File: src/rtl/flk_pkg.sv
package flk_pkg;

  typedef enum logic [1:0] {
    SQ_IDLE     = 2'd0,
    SQ_KEY1_OK  = 2'd1,
    SQ_UNLOCKED = 2'd2
  } seq_state_t;

  localparam logic [1:0] STAT_LOCKED   = 2'd0;
  localparam logic [1:0] STAT_FIRST    = 2'd1;
  localparam logic [1:0] STAT_OPEN     = 2'd2;
  localparam logic [1:0] STAT_LOCKOUT  = 2'd3;

endpackage

File: src/rtl/flk_key_check.sv
module flk_key_check #(
  parameter int unsigned         KEY_W      = 8,
  parameter logic [KEY_W-1:0]    KEY_FIRST  = 8'hA5,
  parameter logic [KEY_W-1:0]    KEY_SECOND = 8'hF1
) (
  input  logic [KEY_W-1:0] wdata,
  output logic             hit_first,
  output logic             hit_second
);

  always_comb begin
    hit_first  = (wdata == KEY_FIRST);
    hit_second = (wdata == KEY_SECOND);
  end

endmodule

File: src/rtl/flk_seq_core.sv
module flk_seq_core
  import flk_pkg::*;
(
  input  logic       clk,
  input  logic       rst,
  input  logic       key_wr,
  input  logic       hit_first,
  input  logic       hit_second,
  input  logic       op_try,
  output seq_state_t state_q,
  output logic       lockout_q,
  output logic       start_q,
  output logic       allow
);

  seq_state_t st_d;
  logic       lk_d;
  logic       start_d;

  always_comb begin
    allow = (state_q == SQ_UNLOCKED) && !lockout_q;
  end

  always_comb begin
    st_d    = state_q;
    lk_d    = lockout_q;
    start_d = 1'b0;
    if (!lockout_q) begin
      if (op_try) begin
        if (state_q == SQ_UNLOCKED && !key_wr) begin
          start_d = 1'b1;
          st_d    = SQ_IDLE;
        end else begin
          lk_d = 1'b1;
        end
      end else if (key_wr) begin
        unique case (state_q)
          SQ_IDLE:     if (hit_first)  st_d = SQ_KEY1_OK;  else lk_d = 1'b1;
          SQ_KEY1_OK:  if (hit_second) st_d = SQ_UNLOCKED; else lk_d = 1'b1;
          default:     lk_d = 1'b1;
        endcase
      end
      if (lk_d) st_d = SQ_IDLE;
    end
  end

  always_ff @(posedge clk) begin
    if (rst) begin
      state_q   <= SQ_IDLE;
      lockout_q <= 1'b0;
      start_q   <= 1'b0;
    end else begin
      state_q   <= st_d;
      lockout_q <= lk_d;
      start_q   <= start_d;
    end
  end

  // lockout is sticky until reset
  p_lock_sticky_r9: assert property (@(posedge clk) disable iff (rst)
    lockout_q |=> lockout_q);

  // an accepted attempt pulses start and re-locks
  p_start_relock_r7: assert property (@(posedge clk) disable iff (rst)
    (op_try && !key_wr && allow) |=> (start_q && state_q == SQ_IDLE && !allow));

  // a disallowed attempt yields lockout, never a start
  p_bad_try_r8: assert property (@(posedge clk) disable iff (rst)
    (op_try && !allow) |=> (lockout_q && !start_q));

  // key write together with an attempt never starts
  p_simul_r10: assert property (@(posedge clk) disable iff (rst)
    (op_try && key_wr) |=> (lockout_q && !start_q));

  // start is a single-cycle pulse
  p_start_pulse_r7: assert property (@(posedge clk) disable iff (rst)
    start_q |=> !start_q);

endmodule

File: src/rtl/flk_status_enc.sv
module flk_status_enc
  import flk_pkg::*;
(
  input  seq_state_t state_q,
  input  logic       lockout_q,
  output logic [1:0] status
);

  always_comb begin
    if (lockout_q) begin
      status = STAT_LOCKOUT;
    end else begin
      unique case (state_q)
        SQ_KEY1_OK:  status = STAT_FIRST;
        SQ_UNLOCKED: status = STAT_OPEN;
        default:     status = STAT_LOCKED;
      endcase
    end
  end

endmodule

File: src/rtl/flash_keylock_seq.sv
module flash_keylock_seq
  import flk_pkg::*;
#(
  parameter int unsigned      KEY_W      = 8,
  parameter logic [KEY_W-1:0] KEY_FIRST  = 8'hA5,
  parameter logic [KEY_W-1:0] KEY_SECOND = 8'hF1
) (
  input  logic             clk,
  input  logic             rst,
  input  logic             key_wr,
  input  logic [KEY_W-1:0] key_wdata,
  input  logic             op_try,
  output logic             op_allow,
  output logic             op_start,
  output logic             lockout,
  output logic [1:0]       status
);

  logic       hit_first;
  logic       hit_second;
  seq_state_t state_q;
  logic       lockout_q;
  logic       start_q;
  logic       allow_w;

  flk_key_check #(
    .KEY_W      (KEY_W),
    .KEY_FIRST  (KEY_FIRST),
    .KEY_SECOND (KEY_SECOND)
  ) u_keychk (
    .wdata      (key_wdata),
    .hit_first  (hit_first),
    .hit_second (hit_second)
  );

  flk_seq_core u_core (
    .clk        (clk),
    .rst        (rst),
    .key_wr     (key_wr),
    .hit_first  (hit_first),
    .hit_second (hit_second),
    .op_try     (op_try),
    .state_q    (state_q),
    .lockout_q  (lockout_q),
    .start_q    (start_q),
    .allow      (allow_w)
  );

  flk_status_enc u_stat (
    .state_q   (state_q),
    .lockout_q (lockout_q),
    .status    (status)
  );

  assign op_allow = allow_w;
  assign op_start = start_q;
  assign lockout  = lockout_q;

  // permit never coexists with lockout
  p_allow_excl_r9: assert property (@(posedge clk) disable iff (rst)
    op_allow |-> !lockout);

  // permit only follows a second-key acceptance or persists while unlocked
  p_allow_origin_r2: assert property (@(posedge clk) disable iff (rst)
    $rose(op_allow) |-> $past(status == STAT_FIRST && key_wr && !op_try));

endmodule

File: config.mk
export PLATFORM = sky130hd
export DESIGN_NAME = flash_keylock_seq
export DESIGN_NICKNAME = d
export VERILOG_FILES = /design/src/rtl/flk_pkg.sv /design/src/rtl/flk_key_check.sv /design/src/rtl/flk_seq_core.sv /design/src/rtl/flk_status_enc.sv /design/src/rtl/flash_keylock_seq.sv
export SDC_FILE = /design/constraint.sdc
export NUM_CORES = 1
export LEC_CHECK = 0
export ABC_AREA = 1
export CORE_AREA = 2 2 39 41
export DETAILED_ROUTE_END_ITERATION = 7
export DIE_AREA = 0 0 41 43
export DONT_BUFFER_PORTS = 1
export GPL_TIMING_DRIVEN = 0
export SYNTH_ARGS = -nofsm -noshare
export SYNTH_HDL_FRONTEND = slang
export SYNTH_SLANG_ARGS = --single-unit
File: constraint.sdc
create_clock -name clk -period 1 [get_ports clk]
set_input_delay 0.15 -clock clk [delete_from_list [all_inputs] [get_ports clk]]
set_output_delay 0.15 -clock clk [all_outputs]
set_load 0.01 [all_outputs]
==> qor.yml <==
synthArstFlopShare_pct: 0
max_stage_delay_ns: 0.35
detail_route.iter0.violations: 2
start_kind: "flop"
p_leak_nw: 0.190
core_um2: 1380
synth_area_leaders: "dfxtp_1 (27%), nand2_1 (19%), inv_1 (12%)"
wl_per_cell_um: 8.18
period_share_pct: 99.4
htree_levels: 1
clk_pin_slew_ns: 0.04
synth.avg_cell_area_um2: 5.80
grt_overflow: 0
finalNonFillerCells: 73
synth_flop_cell: "dfxtp_1"
relSlewSlack_pct: 83.5
p_comb_share_pct: 18.9
grt_max_degree: 6
setup_violations: 0
p_seq_share_pct: 38.8
p_clk_share_pct: 42.3
dieArea_um2: 1760
grt_antenna_before_repair: 0
drc_errors: 0
place.gp.congestion: 0.663
swShare_pct: 27.1
status: "complete, no violations"
clkLatencyLatePin_ns: 0.23
finalHoldViolCount: 0
die_h_um: 43
drive_above_1_share_pct: 40.4
viasPerCell: 4.11
dr.pass1.iters: 2
area_delta_synth_final_pct: 31.1
crit_chain: "inv_4 > nor2_4 > inv_2 > nand2_2"
grt_pass1_vias: 259
cpLargestDelayFamily: "flip-flops"
synth_nets: 64
num_antenna_cells: 0
worst_pin_slew_ns: 0.246
path_class: "reg -> out"
endpoint_kind: "primary output"
period_needed_ns: 0.994
fmax_mhz: 1010
place_inst: 68
synth_area_um2: 302
io_pins: 17
report.final.slew_viol_count: 0
synthCells: 52
n_fill_cell: 150
cts_tree: "built"
cp.required_ns: 0.85
arrival_ns: 0.84
numPortBuffers: 0
p_int_w: 0.000332
yosysMostFrequentCell: "nand2_1"
yosys_register_bits: 4
cts.sinks: 4
fp.dieW_um: 41
fin_nets: 71
dp_hpwl_um: 501
synth_common_cells: "nand2_1 (15), inv_1 (10), nor2_1 (6)"
grtUsageTotal_pct: 7.91
rsz0062_at_grt: "yes"
start_util_pct: 21.8
row_count: 14
seq_area_um2: 91.3
peakVddDrop_v: 0.000579
num_vias: 300
powerDensity_nw_per_um2: 1150
clock_tree.root_cell: "clkbuf_4"
grt_pass1_wl_um: 931
cts_made_buffers: 3
wirelength_um: 597
cts_buffer_depth: 2
synth_cell_types: 10
yosysSeqAreaShare_pct: 26.6
yosys.area.top_type: "dfxtp_1"
hold_class: "in -> reg"
p_sw_w: 0.000123
drtAntennaViolNets: 0
multi_input_area_um2: 193
ys_warn_count: 0
slowest_stage: "dfxtp_4"
crit_fanout: 3
worst-path-buf-inv: 2
synth_edf_count: 0
drv_cap: 0
fin_skew_ns: 0.00399
tns_ns: 0
yosysTopAreaCellShare_pct: 26.6
[routing by layer]
metal	vias up	part of all wire (%)	global-route usage, %	wire [um]
met5	-	0	0	0
met4	0	0	2.00	0
met3	0	10	6.28	62
met2	18	42	10.0	252
met1	116	47	10.2	283
li1	166	-	-	-
[path summary, 6_finish.rpt]
kind                                                startpoint                              to  slack [ns]  depth (start not counted)
worst max register to register  u_core.state_q[1]$_SDFFE_PP0P_  u_core.state_q[0]$_SDFFE_PP0P_        0.05                          7
worst min register to register     u_core.lockout_q$_SDFF_PP0_       u_core.start_q$_SDFF_PP0_        0.51                          1
worst min-delay path                                       rst     u_core.lockout_q$_SDFF_PP0_        0.07                          3
worst max-delay path            u_core.state_q[0]$_SDFFE_PP0P_                       status[0]       0.006                          4
[repair_timing]
action,CTS,global route
pin swaps,0,1
buffers inserted,0,1
hold buffers,1,0
gates resized for setup,7,7
endpoints found under the setup margin,3,6
endpoints found under the hold margin,2,0
[cells in the final DEF (no fill, tap or decap), drive strengths merged]
master       synthesis  routed
inv                 13      13
dlygate4sd3          0       1
nand2               15      15
nand3                7       7
nor2                10      10
dfxtp                4       4
nor4                 1       1
a21oi                2       2
buf                  0       1
clkbuf               0       3
[state kept, by name (all words and copies together), names as in the netlist]
signal            count
u_core.lockout_q      1
u_core.start_q        1
u_core.state_q        2
[tightest hold or removal path, stage by stage]
cell and delay, ns:
inv_1 0.03, nand2_1 0.06, inv_1 0.03
[through the flow]
step | area (um2) | hold WS [ns] | setup WS (ns) | utilization (%) | total power [W]
2_1_floorplan | 302 | 0.212 | 0.123 | - | 0.000239
3_3_place_gp | 322 | 0.215 | 0.0361 | 23.2 | 0.000248
3_5_place_dp | 322 | 0.217 | 0.0209 | 23.2 | 0.000249
4_1_cts | 368 | 0.0712 | -0.00203 | 26.6 | 0.000458
5_1_grt | 395 | 0.0697 | -0.0516 | 28.6 | 0.000499
6_report | 395 | 0.0738 | 0.00603 | 28.6 | 0.000456
[final cells by class]
cell class | count | share of cell area (%)
timing repair buffer | 2 | 4.43
multi-input combinational | 35 | 48.7
sequential | 4 | 23.1
tap | 16 | 5.06
inverter | 13 | 13.0
clock buffer | 3 | 5.70
[logic make-up (layout without fill, tap and decap cells)]
| kind of cell | count (synthesis) | count (layout) | share of synthesized area [%] |
|---|---|---|---|
| buffers and inverters | 13 | 18 | 16.2 |
| AO/OA/AOI/OAI | 2 | 2 | 5.81 |
| AND/OR/NAND/NOR | 33 | 33 | 51.4 |
| flip-flops | 4 | 4 | 26.6 |
[power groups by stage]
stage / sequential (W) / clock (W) / combinational (W)
detailed placement: 0.000179 / 0 / 0.0000700
finish: 0.000177 / 0.000193 / 0.0000862
CTS: 0.000179 / 0.000200 / 0.0000795
floorplan: 0.000178 / 0 / 0.0000610
global route: 0.000178 / 0.000222 / 0.0000991
global placement: 0.000179 / 0 / 0.0000684
Power figures use the tool's default switching activity.
